`src/rtl/fp8cvt_pkg.sv`:
```
package fp8cvt_pkg;

    // Half-precision input layout
    localparam int HALF_W     = 16;
    localparam int HALF_EXP_W = 5;
    localparam int HALF_MAN_W = 10;
    localparam int HALF_BIAS  = (1 << (HALF_EXP_W - 1)) - 1;

    // Output byte and stochastic bias
    localparam int BYTE_W = 8;
    localparam int MAG_W  = BYTE_W - 1;
    localparam int RAND_W = 8;

    // The two selectable output layouts
    localparam int FMT_COUNT    = 2;
    localparam int NARROW_EXP_W = 4;
    localparam int WIDE_EXP_W   = 5;

    typedef enum logic [2:0] {
        CLS_ZERO,
        CLS_SUB,
        CLS_NORM,
        CLS_INF,
        CLS_NAN
    } half_cls_e;

    typedef enum logic {
        FMT_E4M3 = 1'b0,
        FMT_E5M2 = 1'b1
    } byte_fmt_e;

    function automatic int lane_exp_w(input int idx);
        return (idx == 0) ? NARROW_EXP_W : WIDE_EXP_W;
    endfunction

endpackage

```
`src/rtl/fp16_field_split.sv`:
```
module fp16_field_split
    import fp8cvt_pkg::*;
(
    input  logic [HALF_W-1:0]     half_i,
    output half_cls_e             cls_o,
    output logic [HALF_MAN_W:0]   sig_o,
    output logic [HALF_EXP_W-1:0] exp_eff_o
);

    logic [HALF_EXP_W-1:0] exp_f;
    logic [HALF_MAN_W-1:0] man_f;
    logic                  exp_all1;
    logic                  exp_all0;
    logic                  man_all0;

    assign exp_f = half_i[HALF_W-2 -: HALF_EXP_W];
    assign man_f = half_i[HALF_MAN_W-1:0];

    always_comb begin
        exp_all1 = &exp_f;
        exp_all0 = ~|exp_f;
        man_all0 = ~|man_f;

        if (exp_all1) begin
            cls_o = man_all0 ? CLS_INF : CLS_NAN;
        end else if (exp_all0) begin
            cls_o = man_all0 ? CLS_ZERO : CLS_SUB;
        end else begin
            cls_o = CLS_NORM;
        end

        // Hidden bit is set only for normal encodings; subnormals share exponent 1
        sig_o     = {~exp_all0, man_f};
        exp_eff_o = exp_all0 ? HALF_EXP_W'(1) : exp_f;
    end

endmodule

```
`src/rtl/fp8_narrow_lane.sv`:
```
module fp8_narrow_lane
    import fp8cvt_pkg::*;
#(
    parameter int EXP_W = 4,
    parameter int MAN_W = 3
) (
    input  half_cls_e             cls_i,
    input  logic [HALF_MAN_W:0]   sig_i,
    input  logic [HALF_EXP_W-1:0] exp_eff_i,
    input  logic                  stoch_i,
    input  logic                  sat_i,
    input  logic [RAND_W-1:0]     bias_i,
    output logic [EXP_W+MAN_W-1:0] mag_o
);

    localparam int LMAG_W   = EXP_W + MAN_W;
    localparam int EXP_BIAS = (1 << (EXP_W - 1)) - 1;
    localparam int SIG_W    = HALF_MAN_W + 1;
    localparam int BASE_SH  = HALF_MAN_W - MAN_W;
    // Deepest right shift: smallest input exponent into the target subnormal range
    localparam int MAX_SH   = BASE_SH + HALF_BIAS - EXP_BIAS;
    localparam int FRAC_W   = MAX_SH + RAND_W + 1;
    localparam int WIDE_W   = SIG_W + FRAC_W;
    localparam int SH_W     = $clog2(MAX_SH + 1) + 1;
    localparam int CODE_W   = LMAG_W + 2;

    localparam logic [CODE_W-1:0] INF_CODE = CODE_W'(((1 << EXP_W) - 1) << MAN_W);
    localparam logic [LMAG_W-1:0] INF_MAG  = LMAG_W'(((1 << EXP_W) - 1) << MAN_W);
    localparam logic [LMAG_W-1:0] MAX_MAG  = INF_MAG - LMAG_W'(1);
    localparam logic [LMAG_W-1:0] NAN_MAG  = INF_MAG | LMAG_W'(1 << (MAN_W - 1));
    localparam logic signed [7:0] TE_OFS   = 8'(EXP_BIAS - HALF_BIAS);

    logic signed [7:0]   tgt_exp;
    logic [SH_W-1:0]     rsh;
    logic [7:0]          base_exp;
    logic [WIDE_W-1:0]   shifted;
    logic [SIG_W-1:0]    kept;
    logic [FRAC_W-1:0]   dropped;
    logic                guard_b;
    logic                sticky_b;
    logic [RAND_W:0]     bias_sum;
    logic                round_up;
    logic [CODE_W-1:0]   code;
    logic                ovf;

    always_comb begin
        // Target exponent field the value would take if it stayed normal
        tgt_exp = $signed({3'b000, exp_eff_i}) + TE_OFS;

        if (tgt_exp >= 8'sd1) begin
            rsh      = SH_W'(BASE_SH);
            base_exp = 8'(tgt_exp - 8'sd1);
        end else begin
            // Below the normal range: shift further, exponent field stays zero
            rsh      = SH_W'(BASE_SH + 1) - tgt_exp[SH_W-1:0];
            base_exp = 8'd0;
        end

        shifted  = {sig_i, {FRAC_W{1'b0}}} >> rsh;
        kept     = shifted[WIDE_W-1:FRAC_W];
        dropped  = shifted[FRAC_W-1:0];
        guard_b  = dropped[FRAC_W-1];
        sticky_b = |dropped[FRAC_W-2:0];
        bias_sum = {1'b0, dropped[FRAC_W-1 -: RAND_W]} + {1'b0, bias_i};

        if (stoch_i) begin
            round_up = bias_sum[RAND_W];
        end else begin
            round_up = guard_b & (sticky_b | kept[0]);
        end

        // Hidden bit in kept adds one to the exponent field; a rounding carry ripples up
        code = (CODE_W'(base_exp) << MAN_W) + CODE_W'(kept) + CODE_W'(round_up);
        ovf  = (code >= INF_CODE);

        unique case (cls_i)
            CLS_NAN:  mag_o = NAN_MAG;
            CLS_INF:  mag_o = sat_i ? MAX_MAG : INF_MAG;
            CLS_ZERO: mag_o = '0;
            CLS_SUB,
            CLS_NORM: mag_o = ovf ? (sat_i ? MAX_MAG : INF_MAG) : code[LMAG_W-1:0];
            default:  mag_o = '0;
        endcase
    end

endmodule

```
`src/rtl/fp16_to_fp8_cvt.sv`:
```
module fp16_to_fp8_cvt
    import fp8cvt_pkg::*;
(
    input  logic              clk,
    input  logic              rst_n,
    input  logic              in_valid,
    input  logic [HALF_W-1:0] in_half,
    input  logic [RAND_W-1:0] in_bias,
    input  logic              fmt_sel,
    input  logic              stoch_en,
    input  logic              sat_en,
    output logic              out_valid,
    output logic [BYTE_W-1:0] out_byte
);

    half_cls_e             cls;
    logic [HALF_MAN_W:0]   sig;
    logic [HALF_EXP_W-1:0] exp_eff;
    logic [MAG_W-1:0]      lane_mag [FMT_COUNT];
    logic [MAG_W-1:0]      sel_mag;

    fp16_field_split u_split (
        .half_i    (in_half),
        .cls_o     (cls),
        .sig_o     (sig),
        .exp_eff_o (exp_eff)
    );

    for (genvar g = 0; g < FMT_COUNT; g++) begin : g_lane
        localparam int LEW = lane_exp_w(g);
        localparam int LMW = MAG_W - LEW;

        fp8_narrow_lane #(
            .EXP_W (LEW),
            .MAN_W (LMW)
        ) u_lane (
            .cls_i     (cls),
            .sig_i     (sig),
            .exp_eff_i (exp_eff),
            .stoch_i   (stoch_en),
            .sat_i     (sat_en),
            .bias_i    (in_bias),
            .mag_o     (lane_mag[g])
        );
    end

    always_comb begin
        unique case (byte_fmt_e'(fmt_sel))
            FMT_E4M3: sel_mag = lane_mag[0];
            FMT_E5M2: sel_mag = lane_mag[1];
            default:  sel_mag = lane_mag[0];
        endcase
    end

    always_ff @(posedge clk) begin
        if (!rst_n) begin
            out_valid <= 1'b0;
            out_byte  <= '0;
        end else begin
            out_valid <= in_valid;
            if (in_valid) begin
                out_byte <= {in_half[HALF_W-1], sel_mag};
            end
        end
    end

endmodule

```
`config.mk`:
```
export PLATFORM = sky130hd
export DESIGN_NAME = fp16_to_fp8_cvt
export DESIGN_NICKNAME = d
export VERILOG_FILES = /design/src/rtl/fp8cvt_pkg.sv /design/src/rtl/fp16_field_split.sv /design/src/rtl/fp8_narrow_lane.sv /design/src/rtl/fp16_to_fp8_cvt.sv
export SDC_FILE = /design/constraint.sdc
export NUM_CORES = 1
export LEC_CHECK = 0
export BUFFER_PORTS_ARGS = -buffer_cell sky130_fd_sc_hd__buf_2
export CAP_MARGIN = 20
export CORE_MARGIN = 10
export CORE_UTILIZATION = 60
export CTS_CLUSTER_DIAMETER = 120
export DETAILED_ROUTE_END_ITERATION = 6
export PLACE_DENSITY = 0.89
export SETUP_SLACK_MARGIN = 0.05
export SKIP_CTS_REPAIR_TIMING = 1
export SKIP_LAST_GASP = 1
export SLEW_MARGIN = 5
export SYNTH_ARGS = -nofsm -noshare
export SYNTH_HDL_FRONTEND = slang
export SYNTH_SLANG_ARGS = --single-unit
```
`constraint.sdc`:
```
create_clock -name clk -period 10.3 [get_ports clk]
set_input_delay 1.03 -clock clk [delete_from_list [all_inputs] [get_ports clk]]
set_output_delay 1.03 -clock clk [all_outputs]
set_load 0.02 [all_outputs]
```
# --- Word-level counts from Yosys, hierarchy flattened ---
# Index checks and enable logic that the tools add are counted.
# W data, S select, Z words.
op_classes:
  muxes: 18
  shift: 2
  eq_ne: 4
  n_addsub: 11
  bitwise_logic: 5
  n_reduce_logical: 6
  magnitude_cmp: 4
op_table:
  columns: ["operator", "n"]
  rows:
  - ["$pmux W7 S3", 2]
  - ["$shr A35 B5 Y33", 1]
  - ["$shr A28 B5 Y26", 1]
  - ["$reduce_or A23 Y1", 1]
  - ["$mux W7", 3]
  - ["$add A8 B8 Y9", 2]
  - ["$add A9 B1 Y9", 2]
  - ["$add A9 B9 Y9", 2]
  - ["$ge A9 B7 Y1 const B", 2]
  - ["$reduce_or A16 Y1", 1]
  - ["$mux W5", 3]
  - ["$pmux W7 S2", 1]
  - ["$mux W3", 4]
  - ["$reduce_or A10 Y1", 1]
  - ["$sub A4 B5 Y5 const A", 2]
  - ["$add A6 B4 Y7 const B", 1]
  - ["$ge A7 B2 Y1 const B", 1]
  - ["$eq A3 B2 Y1 const B", 2]
  - ["$mux W6", 1]
  - ["$sub A5 B1 Y6 const B", 1]
  - ["$sub A6 B2 Y6 const B", 1]
  - ["$ge A5 B1 Y1 const B", 1]
  - ["$reduce_and A5 Y1", 1]
  - ["$reduce_or A5 Y1", 1]
  - ["other kinds (8)", 12]
word_totals:
  register_bits: 9
  inputBits: 30
  output_inout_bits: 9

# --- Logic depth before layout (Yosys ltp) ---
depth:
  ltp_word: 15
  mapped_depth: 33
  ltp_nobuf: 30

# --- By module ---
# Synthesis repeated with hierarchy kept, for this count alone.
unflattened:
  hier_cells: 605
  area_unflattened_um2: 4302.9
modules_own_cells:
  columns: ["module", "seq_area_each_um2", "n_inst", "cells_per_inst", "area_per_inst_um2"]
  rows:
  - ["fp8_narrow_lane at g_lane[0].u_lane", 0.0, 1, 302, 2084.5]
  - ["fp8_narrow_lane at g_lane[1].u_lane", 0.0, 1, 240, 1657.8]
  - ["fp16_to_fp8_cvt", 180.2, 1, 35, 369.1]
  - ["fp16_field_split", 0.0, 1, 28, 191.4]

# --- Worst setup path after synthesis ---
# OpenSTA, ideal clock, no wires.
synth_path:
  path_kind: "input to register"
  start: "input in_half[12]"
  end: "register out_byte[0]"
  required_ps: 10179
  path_stages: 30
  t_arrival_ps: 6811
  slack_ps: 3368
  path_cell_list: "buf_6 -> nor4_4 -> nor2_1 -> clkbuf_1 -> ha_1 -> nand2b_1 -> nor2_1 -> nand2_1 -> clkbuf_1 -> nand2_1 -> o32ai_1 -> ha_1 -> a41o_1 -> a21o_1 -> a21oi_1 -> o21ai_0 -> a21o_1 -> ha_1 -> ha_1 -> a211oi_1 -> o21bai_1 -> a21oi_1 -> xnor2_1 -> or4b_1 -> a41o_1 -> o211ai_2 -> nor2_1 -> or2_2 -> mux2i_1 -> o31ai_1"
synth_between:
  elab_chain_len: 15
synth_lines:
  columns: ["item", "line_no", "text"]
  rows:
  - ["from (decl)", "fp16_to_fp8_cvt.sv:7", "input logic [HALF_W-1:0] in_half,"]
  - ["branches (longest 14 deep; another with $add A8 B8 Y9)", null, null]
  - ["$pmux W7 S2 (*)", "fp16_to_fp8_cvt.sv:48", "unique case (byte_fmt_e'(fmt_sel))"]
  - ["to (signal assigned)", "fp16_to_fp8_cvt.sv:62", "out_byte <= {in_half[HALF_W-1], sel_mag};"]
  - ["to (decl)", "fp16_to_fp8_cvt.sv:13", "output logic [BYTE_W-1:0] out_byte"]
# Mark *: on every way between the ends.
# A chain may end at the register's enable or synchronous reset.

# --- Final worst setup path ---
layout_path:
  start: "input in_half[12]"
  end: "register out_byte[1]"
# The elaborated chain is that of the path after synthesis.

==> summary.txt <==
Yosys
  – Cells after Synth: 559
  – Top-area cell type share of the netlist area: 12.4%
  – Synth Flop Type: dfxtp_1
  – YS warnings: 0
  – Yosys top cell by area: ha_1
  – Synthesized Nets: 626
  – Seq cells post-synth: 9
  – Synth unique cells: slightly below 80
  – FFs w/ async S/R, synth: 0%
  – Sequential share of the synthesized area: 4.81%
  – EDFF count, synth: 0
  – Cell Area, Synth: 3750 um2
  – Mean Syn Cell Area: around 6.7 um2
  – Ranking of synthesized cells by area: ha_1 12%, nor2_1 6.5%, a21oi_1 6.1%

Timing
  – Final Critical Period: 8070 ps
  – Setup TNS Final: 0 ps
  – Tcrit/Tclk final: 78.4%
  – Setup ws final: 2230 ps
  – Final setup fails: 0
  – RSZ-0062 raised after global routing: false
  – Max_slew headroom: 41.0%
  – Max frequency: 124 MHz
  – Final Hold Fails: 0
  – Slew @ Worst Pin: 882 ps
  – Clock Skews: 0 ps
  – Hold Slack: 512 ps
  – Slew Viols, Final: 0

Critical path
  – Most used cell, CP: ha_1
  – Reg2reg setup slack: ~9500 ps
  – Reg2reg path depth: 3
  – Setup CP Type: in2reg
  – Worst Path Arrival: between 8000 and 9000 ps
  – Startpoint types: primary input
  – CP Data Required Time: approximately 10000 ps
  – Slowest cell delay on critical path: 620 ps
  – CP endpoint kind: flop
  – Critical path fanouts, max: 22
  – Worst r2r dst: out_byte[0]
  – R2R Path Start: out_byte[0]
  – Crit-path slowest cell: nor2_1

Die
  – Die Width: 99.0 um
  – Row cnt: 28
  – Die height: 99.0 um
  – Top Ports: 39
  – Die Footprint: 9810 um2
  – Initial Utilization: 62.6%
  – Core area: 5990 um2

Clock network
  – Clock transition at the registers of the reported paths: about 40 ps
  – CTS Buf Count: 3
  – H-tree level count: 1
  – CTS tree: yes
  – Clock sink count: 9
  – Clock latency on the worst-skew pair: 230 ps
  – CTS max path bufs: 2
  – CTS root buf: clkbuf_8

Power
  – Logic gate share of total power: 73.8%
  – P_sw: 161 uW
  – LEAKAGE: 1.70 nW
  – Sequential group share of total power: 13.1%
  – Overall power: 313 uW
  – Internal: 152 uW
  – Worst VDD drop: 0.0721 mV
  – Clk network pwr share: 13.1%
  – Pwr dens: 78.5 nW/um2
  – Sw frac: 51.4%

Routing
  – DR iter-0 viols: 528
  – Vias/cell: 7.22
  – Pre-Repair DR Iteration Count: 6
  – Drc violations: 0
  – Routed vias: 4708
  – ANT nets after route: 0
  – Final wirelength: roughly 13000 um
  – Routed wire per std cell: 19.5 um

Layout
  – FF+latch area: 180 um2
  – Commonest non-fill, non-tap cell in the layout: nor2_1
  – Layout cells sized above 1: 10.7%
  – Post-layout net count: between 600 and 700
  – Commonest cells after routing, fill and taps aside: 65 x nor2_1, 46 x a21oi_1, 44 x nand2_1, 38 x buf_2, 37 x ha_1
  – Multi-input logic area: 3400 um2
  – Area Overhead vs Synth: 6.51%
  – Ant. Diodes: 0
  – # fillers: ~530

Placement
  – Post-Place Worst Slack: 2170 ps
  – Final GP Congestion: 1.04
  – DP HPWL: slightly above 10000 um
  – Port bufs: 38

Min path
  – Hold EP: out_byte[6]
  – Min-delay worst type: reg2reg
  – WHS Path Cells: 2
  – Hold Startpoint: out_byte[6]

Status
  – Status: finished clean

GRT
  – Global-route wire length before repair: 20900 um
  – Largest net degree at the start of global routing: 24
  – GRT Total Usage: between 20% and 30%
  – Initial antenna violation count: 0
  – Remaining global-route overflow: 0
  – Vias in the first global route: 4333

Flow run
  – Max_cap viols: 0
## final cells by class
class / count / area share, %
sequential: 9 / 4.51
multi-input combinational: 508 / 85.2
inverter: 14 / 1.32
timing repair buffer: 42 / 5.52
tap: 75 / 2.35
clock buffer: 4 / 1.13
## state kept, by name, summed over array words and instances (netlist names)
register and flops:
out_byte 8, out_valid 1
## synth_stat cells, types with 5 or more instances
library cell and count:
xor2_1 5, nand3_1 29, nand2b_1 8, a21o_1 6
a21oi_1 46, nor2b_1 5, o22ai_1 6, o21a_1 7
o21ai_0 34, mux2i_1 23, or3_1 10, a31oi_1 10
clkbuf_1 24, o31ai_1 11, ha_1 37, nor3_1 19
inv_1 13, a21boi_0 5, nand2_1 44, dfxtp_1 9
xnor2_1 11, nor2_1 65, o211ai_1 7, a211oi_1 8
nor4_1 9, a211o_1 5, and3_1 7, and2_1 12
## kinds of logic after synthesis
family	share of synthesized area (%)
DFF	4.81
adders and majority gates	12.4
muxes	7.35
buffers and inverters	4.47
and+or+nand+nor	32.3
xor gates and xnor gates	3.74
AOI/OAI and AO/OA	35.0
## per-stage QoR
| step | instances | util (%) | cell area [um2] |
|---|---|---|---|
| 2_1_floorplan | 559 | - | 3750 |
| 3_3_place_gp | 648 | 65.9 | 3950 |
| 3_5_place_dp | 648 | 65.9 | 3950 |
| 4_1_cts | 652 | 66.6 | 3990 |
| 5_1_grt | 652 | 66.6 | 3990 |
| 6_report | 652 | 66.6 | 3990 |
## critical path: cells and delay by family
family	cells	cell delay (ps)
and+or+nand+nor	8	2990
buffers and inverters	2	430
muxes	1	160
AOI/OAI and AO/OA	13	2350
xor gates and xnor gates	1	160
adders and majority gates	4	1060
## routing by layer
metal / track usage, % / vias up / wire length, um
met2: 39.1 / 350 / 5750
met4: 9.92 / 0 / 487
li1: - / 2174 / -
met3: 3.49 / 44 / 1350
met5: 0 / - / 0
met1: 31.6 / 2140 / 5140
## worst max-delay path by stage
stage	from	endpoint	slack [ps]	cells past startpoint
after detailed placement	in_half[12]	out_byte[0]	2170	29
final	in_half[12]	out_byte[1]	2230	29
after global placement	in_half[12]	out_byte[1]	2560	31
after floorplan	in_half[12]	out_byte[0]	3370	30
after global routing	in_half[12]	out_byte[1]	1560	30
after CTS	in_half[12]	out_byte[0]	2380	29
## power groups by stage
| stage | combinational [mW] | clock, mW | sequential, mW |
|---|---|---|---|
| after global routing | 0.251 | 0.0443 | 0.0411 |
| after CTS | 0.223 | 0.0418 | 0.0408 |
| after global placement | 0.215 | 0 | 0.0412 |
| final | 0.231 | 0.0411 | 0.0410 |
| after detailed placement | 0.222 | 0 | 0.0413 |
| after floorplan | 0.159 | 0 | 0.0460 |
No activity file was read; power rests on OpenSTA's default activity.
